File: src/rtl/sample_pulse_pkg.sv
package sample_pulse_pkg;
  typedef enum logic [1:0] {
    MODE_LEVEL = 2'd0,
    MODE_PCLK  = 2'd1,
    MODE_XCLK  = 2'd2
  } win_mode_e;
endpackage

File: src/rtl/spg_trig_sel.sv
module spg_trig_sel (
  input  logic clk_i,
  input  logic rst_ni,
  input  logic ext_trig_i,
  input  logic int_trig_i,
  input  logic sel_i,
  output logic level_o,
  output logic rise_o
);
  logic prev_q;

  assign level_o = sel_i ? int_trig_i : ext_trig_i;
  assign rise_o  = level_o & ~prev_q;

  always_ff @(posedge clk_i or negedge rst_ni) begin
    if (!rst_ni) prev_q <= 1'b0;
    else         prev_q <= level_o;
  end

  // a detected edge cannot repeat in the next cycle
  p_rise_single_r2: assert property (@(posedge clk_i) disable iff (!rst_ni)
    rise_o |=> !rise_o);
endmodule

File: src/rtl/spg_ext_sync.sv
module spg_ext_sync #(
  parameter int unsigned STAGES = 2
) (
  input  logic clk_i,
  input  logic rst_ni,
  input  logic async_i,
  output logic rise_o
);
  localparam int unsigned MSB = STAGES - 1;

  logic [MSB:0] sync_q;
  logic         prev_q;

  generate
    if (STAGES == 1) begin : g_one
      always_ff @(posedge clk_i or negedge rst_ni) begin
        if (!rst_ni) sync_q <= '0;
        else         sync_q <= async_i;
      end
    end else begin : g_chain
      always_ff @(posedge clk_i or negedge rst_ni) begin
        if (!rst_ni) sync_q <= '0;
        else         sync_q <= {sync_q[MSB-1:0], async_i};
      end
    end
  endgenerate

  always_ff @(posedge clk_i or negedge rst_ni) begin
    if (!rst_ni) prev_q <= 1'b0;
    else         prev_q <= sync_q[MSB];
  end

  assign rise_o = sync_q[MSB] & ~prev_q;

  // each synchronised edge is seen for one cycle only
  p_edge_once_r6: assert property (@(posedge clk_i) disable iff (!rst_ni)
    rise_o |=> !rise_o);
endmodule

File: src/rtl/spg_width_ctl.sv
module spg_width_ctl
  import sample_pulse_pkg::*;
#(
  parameter int unsigned STEP_CYCLES = 4,
  parameter int unsigned MIN_CYCLES  = 30,
  parameter int unsigned CNT_W       = 6
) (
  input  logic       clk_i,
  input  logic       rst_ni,
  input  logic       trig_lvl_i,
  input  logic       trig_rise_i,
  input  logic       xrise_i,
  input  logic       clk_sel_i,
  input  logic [3:0] code_i,
  output logic       active_o,
  output logic       done_o
);
  logic             active_q, done_q;
  logic [CNT_W-1:0] cnt_q;
  logic [3:0]       code_q;
  win_mode_e        mode_q;
  logic [CNT_W-1:0] pclk_lim, xclk_lim, min_lim;
  logic             stop;

  assign pclk_lim = CNT_W'(code_q) * CNT_W'(STEP_CYCLES);
  assign xclk_lim = CNT_W'(code_q) - CNT_W'(1);
  assign min_lim  = CNT_W'(MIN_CYCLES);

  always_comb begin
    unique case (mode_q)
      MODE_LEVEL: stop = !trig_lvl_i && (cnt_q >= min_lim);
      MODE_PCLK:  stop = (cnt_q == pclk_lim);
      default:    stop = xrise_i && (cnt_q == xclk_lim);
    endcase
  end

  always_ff @(posedge clk_i or negedge rst_ni) begin
    if (!rst_ni) begin
      active_q <= 1'b0;
      done_q   <= 1'b0;
      cnt_q    <= '0;
      code_q   <= '0;
      mode_q   <= MODE_LEVEL;
    end else begin
      done_q <= 1'b0;
      if (!active_q) begin
        if (trig_rise_i) begin
          active_q <= 1'b1;
          code_q   <= code_i;
          if (code_i == 4'd0)  mode_q <= MODE_LEVEL;
          else if (clk_sel_i)  mode_q <= MODE_XCLK;
          else                 mode_q <= MODE_PCLK;
          cnt_q <= (code_i != 4'd0 && clk_sel_i) ? '0 : CNT_W'(1);
        end
      end else if (stop) begin
        active_q <= 1'b0;
        done_q   <= 1'b1;
        cnt_q    <= '0;
      end else if (mode_q == MODE_PCLK) begin
        cnt_q <= cnt_q + CNT_W'(1);
      end else if (mode_q == MODE_LEVEL) begin
        if (cnt_q < min_lim) cnt_q <= cnt_q + CNT_W'(1);
      end else if (xrise_i) begin
        cnt_q <= cnt_q + CNT_W'(1);
      end
    end
  end

  assign active_o = active_q;
  assign done_o   = done_q;

  p_level_follow_r3: assert property (@(posedge clk_i) disable iff (!rst_ni)
    (active_q && mode_q == MODE_LEVEL && trig_lvl_i) |=> active_q);
  p_min_width_r4: assert property (@(posedge clk_i) disable iff (!rst_ni)
    (active_q && mode_q == MODE_LEVEL && cnt_q < min_lim) |=> active_q);
  p_no_overrun_r5: assert property (@(posedge clk_i) disable iff (!rst_ni)
    (active_q && mode_q == MODE_PCLK) |-> cnt_q <= pclk_lim);
  p_xcount_hold_r6: assert property (@(posedge clk_i) disable iff (!rst_ni)
    (active_q && mode_q == MODE_XCLK && !xrise_i) |=> (active_q && $stable(cnt_q)));
endmodule

File: src/rtl/sample_pulse_gen.sv
module sample_pulse_gen #(
  parameter int unsigned STEP_CYCLES = 4,
  parameter int unsigned MIN_CYCLES  = 30,
  parameter int unsigned SYNC_STAGES = 2
) (
  input  logic       clk_i,
  input  logic       rst_ni,
  input  logic       ext_trig_i,
  input  logic       int_trig_i,
  input  logic       ext_clk_i,
  input  logic       trig_sel_i,
  input  logic       clk_sel_i,
  input  logic [3:0] stop_code_i,
  output logic       sample_o,
  output logic       done_o
);
  localparam int unsigned MAX_PCLK = 15 * STEP_CYCLES;
  localparam int unsigned MAX_CNT  = (MAX_PCLK > MIN_CYCLES) ? MAX_PCLK : MIN_CYCLES;
  localparam int unsigned CNT_W    = $clog2(MAX_CNT + 1);

  logic trig_lvl, trig_rise, xrise;

  spg_trig_sel u_trig (
    .clk_i      (clk_i),
    .rst_ni     (rst_ni),
    .ext_trig_i (ext_trig_i),
    .int_trig_i (int_trig_i),
    .sel_i      (trig_sel_i),
    .level_o    (trig_lvl),
    .rise_o     (trig_rise)
  );

  spg_ext_sync #(.STAGES(SYNC_STAGES)) u_sync (
    .clk_i   (clk_i),
    .rst_ni  (rst_ni),
    .async_i (ext_clk_i),
    .rise_o  (xrise)
  );

  spg_width_ctl #(
    .STEP_CYCLES (STEP_CYCLES),
    .MIN_CYCLES  (MIN_CYCLES),
    .CNT_W       (CNT_W)
  ) u_ctl (
    .clk_i       (clk_i),
    .rst_ni      (rst_ni),
    .trig_lvl_i  (trig_lvl),
    .trig_rise_i (trig_rise),
    .xrise_i     (xrise),
    .clk_sel_i   (clk_sel_i),
    .code_i      (stop_code_i),
    .active_o    (sample_o),
    .done_o      (done_o)
  );

  p_done_at_fall_r9: assert property (@(posedge clk_i) disable iff (!rst_ni)
    $fell(sample_o) |-> done_o);
  p_done_only_fall_r9: assert property (@(posedge clk_i) disable iff (!rst_ni)
    done_o |-> (!sample_o && $past(sample_o)));
  p_start_on_edge_r2: assert property (@(posedge clk_i) disable iff (!rst_ni)
    $rose(sample_o) |-> $past(trig_lvl));
endmodule

File: config.mk
export PLATFORM = sky130hd
export DESIGN_NAME = sample_pulse_gen
export DESIGN_NICKNAME = d
export VERILOG_FILES = /design/src/rtl/sample_pulse_pkg.sv /design/src/rtl/spg_trig_sel.sv /design/src/rtl/spg_ext_sync.sv /design/src/rtl/spg_width_ctl.sv /design/src/rtl/sample_pulse_gen.sv
export SDC_FILE = /design/constraint.sdc
export NUM_CORES = 1
export LEC_CHECK = 0
export BUFFER_PORTS_ARGS = -buffer_cell sky130_fd_sc_hd__buf_2
export CAP_MARGIN = 20
export CORE_UTILIZATION = 57
export DETAILED_ROUTE_END_ITERATION = 10
export GPL_ROUTABILITY_DRIVEN = 1
export HOLD_SLACK_MARGIN = 0.02
export PLACE_DENSITY = 0.84
export SLEW_MARGIN = 30
export SYNTH_ARGS = -nofsm -noshare
export SYNTH_HDL_FRONTEND = slang
export SYNTH_SLANG_ARGS = --single-unit
File: constraint.sdc
create_clock -name clk_i -period 3.1 [get_ports clk_i]
set_input_delay 0.465 -clock clk_i [delete_from_list [all_inputs] [get_ports clk_i]]
set_output_delay 0.465 -clock clk_i [all_outputs]
set_load 0.1 [all_outputs]
==> key figures <==
Routing
  • 1st-iter DRT viols: 21
  • Vias: 806
  • Avg WL per Cell: around 14 microns
  • DR vias/cell: 5.80
  • M1 WL: 900 microns
  • DRC errors left: 0
  • Antenna Nets Post-Route: 0
  • Final WL: 2.01 mm
  • Metal2 WL: 942 microns
  • Highest routed layer: met4
  • DR pass1 iterations: 4
  • Routed length on met3: ~91 microns

STA
  • Fin Hold WS: around 0.07 ns
  • Final slew viol count: 0
  • Rel. slew slack: between 60% and 70%
  • Post-route setup slack: ~0.76 ns
  • Hold Vio Cnt, Final: 0
  • # setup viols final: 0
  • Worst-Margin Slew: between 0.5 and 0.6 ns
  • RSZ-0062 raised after global routing: no
  • Post-route minimum period: 2.34 ns
  • Peak Freq: 0.428 GHz
  • Final critical-path share of the clock period: 75.4%
  • Clk_skew: 0.00548 ns
  • Final TNS setup: 0 ns

Floorplan
  • Initial core utilization: roughly 61%
  • Chip Height: 45.3 microns
  • Core Area: 1750 sq um
  • I/O pins: 13
  • Row count: 15
  • Horiz. Die Dim: roughly 45 microns
  • Die ar.: 2060 sq um

Setup path
  • Worst Path Max Fanout: 12
  • Crit Path Category: flip-flop to flip-flop
  • Required @ worst endpoint: around 3.3 ns
  • Critical path data arrival time: 2.53 ns
  • Startpoint types: flip-flop
  • Endpoint type of the worst setup path: flip-flop

Clock tree
  • Post-CTS setup buffers: 0
  • CTS tree: done
  • Max Buffers Root-to-Sink: 2
  • CTS H-tree lvls: 1
  • Cts bufs inserted: 3
  • Clk_lat worst skew: 0.30 ns
  • CTS Root Cell: clkbuf_4
  • CTS hold repair buffers: 0
  • Cts repair resizes: 0
  • Clock Sink Count: 18
  • Clock-pin slew on the worst setup and hold paths: 0.10 ns

Run
  • Max_cap viols: 0

Yosys
  • Mapped cell area: 1070 sq um
  • Cell variety after synth: 37
  • Number of flops mapped to enable cells by yosys: 0
  • Adder-cell share of the synthesized area: 4.67%
  • Synthesized flop and latch total: 18
  • Synth Flop Type: dfrtp_1
  • Synthesized net count: 121
  • Async SR Flop Fraction: between 90% and 100%
  • Xor/xnor share of the synthesized area: 8.06%
  • Yosys warns: 0
  • Synth Area in Simple Gates: 16.8%
  • Sequential area share after synthesis: 42.1%
  • Compound-Gate Fraction of Synth Area: 14.0%
  • Combinational family with the most area after synthesis: simple AND/OR/NAND/NOR gates
  • Mapped Cells: around 110
  • Syn_area_per_cell: ~10 sq um
  • Post-synthesis mux area share: 5.14%

Global route
  • First-pass GRT wire length: 3.42 mm
  • Largest net degree at the start of global routing: 19
  • Initial antenna violation count: 0
  • Grt ovf: 0
  • Gr usage total: 24.7%
  • Vias in the first global route: 773

Status
  • Status: finished clean

Power
  • P_int: ~0.64 mW
  • Cell Pwr Density: between 1000 and 1500 nW/um^2
  • Clk pwr share: 9.6%
  • Leakage: 0.529 nW
  • Power, Total: 1.21 mW
  • Switching share of power: 47.0%
  • Peak supply drop: approximately 0.47 mV
  • Switching power: 0.567 mW
  • Sequential share of power: 40.7%
  • Logic pwr share: 49.7%

Layout
  • Post-Layout Cell Count: 139
  • Layout Area Growth over Synthesis: 4.56%
  • Share of layout cells above drive strength 1: 20.2%
  • Sequential cell area: 450 sq um
  • Multi-input gate area: between 500 and 600 sq um
  • Number of antenna diodes: 0
  • Layout net count: 131
  • Final instance area: 1120 sq um
  • Final core utilization: ~64%
  • Fill cells: 147

Placed design
  • Placed cell area: 1100 sq um
  • Post-DP HPWL: 1.45 mm
  • Number of port buffers: 12
  • Routability Congestion: 0.885
  • Placed Cells: about 140
  • Pre-CTS setup slack: 0.809 ns

Hold path
  • Hold crit path type: input port to asynchronous set/reset pin
[critical path, cell delays in order (launching register included)]
cell	delay, ns
dfrtp_1	0.44
inv_1	0.08
ha_1	0.17
nor3b_1	0.26
and3_1	0.19
o2111ai_1	0.14
o211ai_2	0.45
a21oi_2	0.18
a211o_1	0.32
[sequential cells by signal, indices dropped and copies added, names as in the netlist]
signal,count
u_ctl.code_q,4
u_ctl.mode_q,2
u_ctl.done_o,1
u_ctl.active_o,1
u_trig.prev_q,1
u_sync.prev_q,1
u_sync.sync_q,2
u_ctl.cnt_q,6
[routing by layer]
metal / vias up / track usage (%)
met5: - / 0
met4: 0 / 15.2
met3: 9 / 5.60
met2: 28 / 37.4
met1: 381 / 32.0
li1: 388 / -
[power by group through the flow]
| stage | Sequential (mW) | Clock (mW) | Combinational (mW) |
|---|---|---|---|
| floorplan | 0.479 | 0 | 0.540 |
| global placement | 0.485 | 0 | 0.571 |
| detailed placement | 0.490 | 0 | 0.593 |
| CTS | 0.485 | 0.120 | 0.596 |
| global route | 0.507 | 0.130 | 0.658 |
| finish | 0.490 | 0.116 | 0.598 |
[path summary, 6_finish.rpt]
check | cells past startpoint | startpoint | to | slack [ns]
max | 8 | u_ctl.code_q[0]$_DFFE_PN0P_ | u_ctl.cnt_q[2]$_DFFE_PN0P_ | 0.76
min | 1 | rst_ni | u_ctl.cnt_q[4]$_DFFE_PN0P_ | 0.07
max reg2reg | 8 | u_ctl.code_q[0]$_DFFE_PN0P_ | u_ctl.cnt_q[2]$_DFFE_PN0P_ | 0.76
min reg2reg | 0 | u_sync.sync_q[0]$_DFF_PN0_ | u_sync.sync_q[1]$_DFF_PN0_ | 0.36
max in group asynchronous | 1 | rst_ni | u_ctl.code_q[1]$_DFFE_PN0P_ | 2.75
min in group clk_i | 1 | ext_clk_i | u_sync.sync_q[0]$_DFF_PN0_ | 0.27
[cell usage after synthesis, types with 2 or more instances]
cell type | instances | share of area (%)
nand2_1 | 7 | 2.5
nor4_1 | 5 | 2.9
nor2_1 | 7 | 2.5
nand3_1 | 6 | 2.8
dfrtp_1 | 18 | 42
mux2_2 | 4 | 4.2
inv_1 | 9 | 3.2
xnor2_1 | 4 | 3.3
clkbuf_1 | 3 | 1.1
buf_6 | 3 | 3.2
nor3_1 | 2 | 0.93
a211o_1 | 3 | 2.5
ha_1 | 4 | 4.7
o31ai_1 | 2 | 1.4
xor2_1 | 4 | 3.3
o211ai_1 | 2 | 1.4
a21oi_1 | 2 | 0.93
o21ai_0 | 2 | 0.93
[layout by cell type, fill, tap and decap left out, types with 2 or more instances in the layout]
master    count
inv_1         9
nor2_1        7
nor3_1        2
dfrtp_1      18
o31ai_1       2
nand2_1       7
ha_1          4
buf_2        12
clkbuf_4      3
xor2_1        4
o21ai_0       2
a211o_1       3
o211ai_1      2
mux2_2        4
a21oi_1       2
xnor2_1       4
nor4_1        5
nand3_1       6
[cells by family (layout without fill, tap and decap cells)]
logic type	count (synthesis)	after routing
AOI/OAI and AO/OA	19	19
xor gates and xnor gates	9	9
adders and majority gates	4	4
buffers and inverters	16	24
DFF	18	18
muxes	5	5
and+or+nand+nor	35	35
[layout make-up]
type                       instances  share of cell area, %
sequential                        18                   40.2
timing repair buffer              12                   5.36
inverter                           9                   3.02
clock buffer                       3                   2.01
multi-input combinational         72                   46.6
tap                               25                   2.79
(Power assumes the default switching activity.)
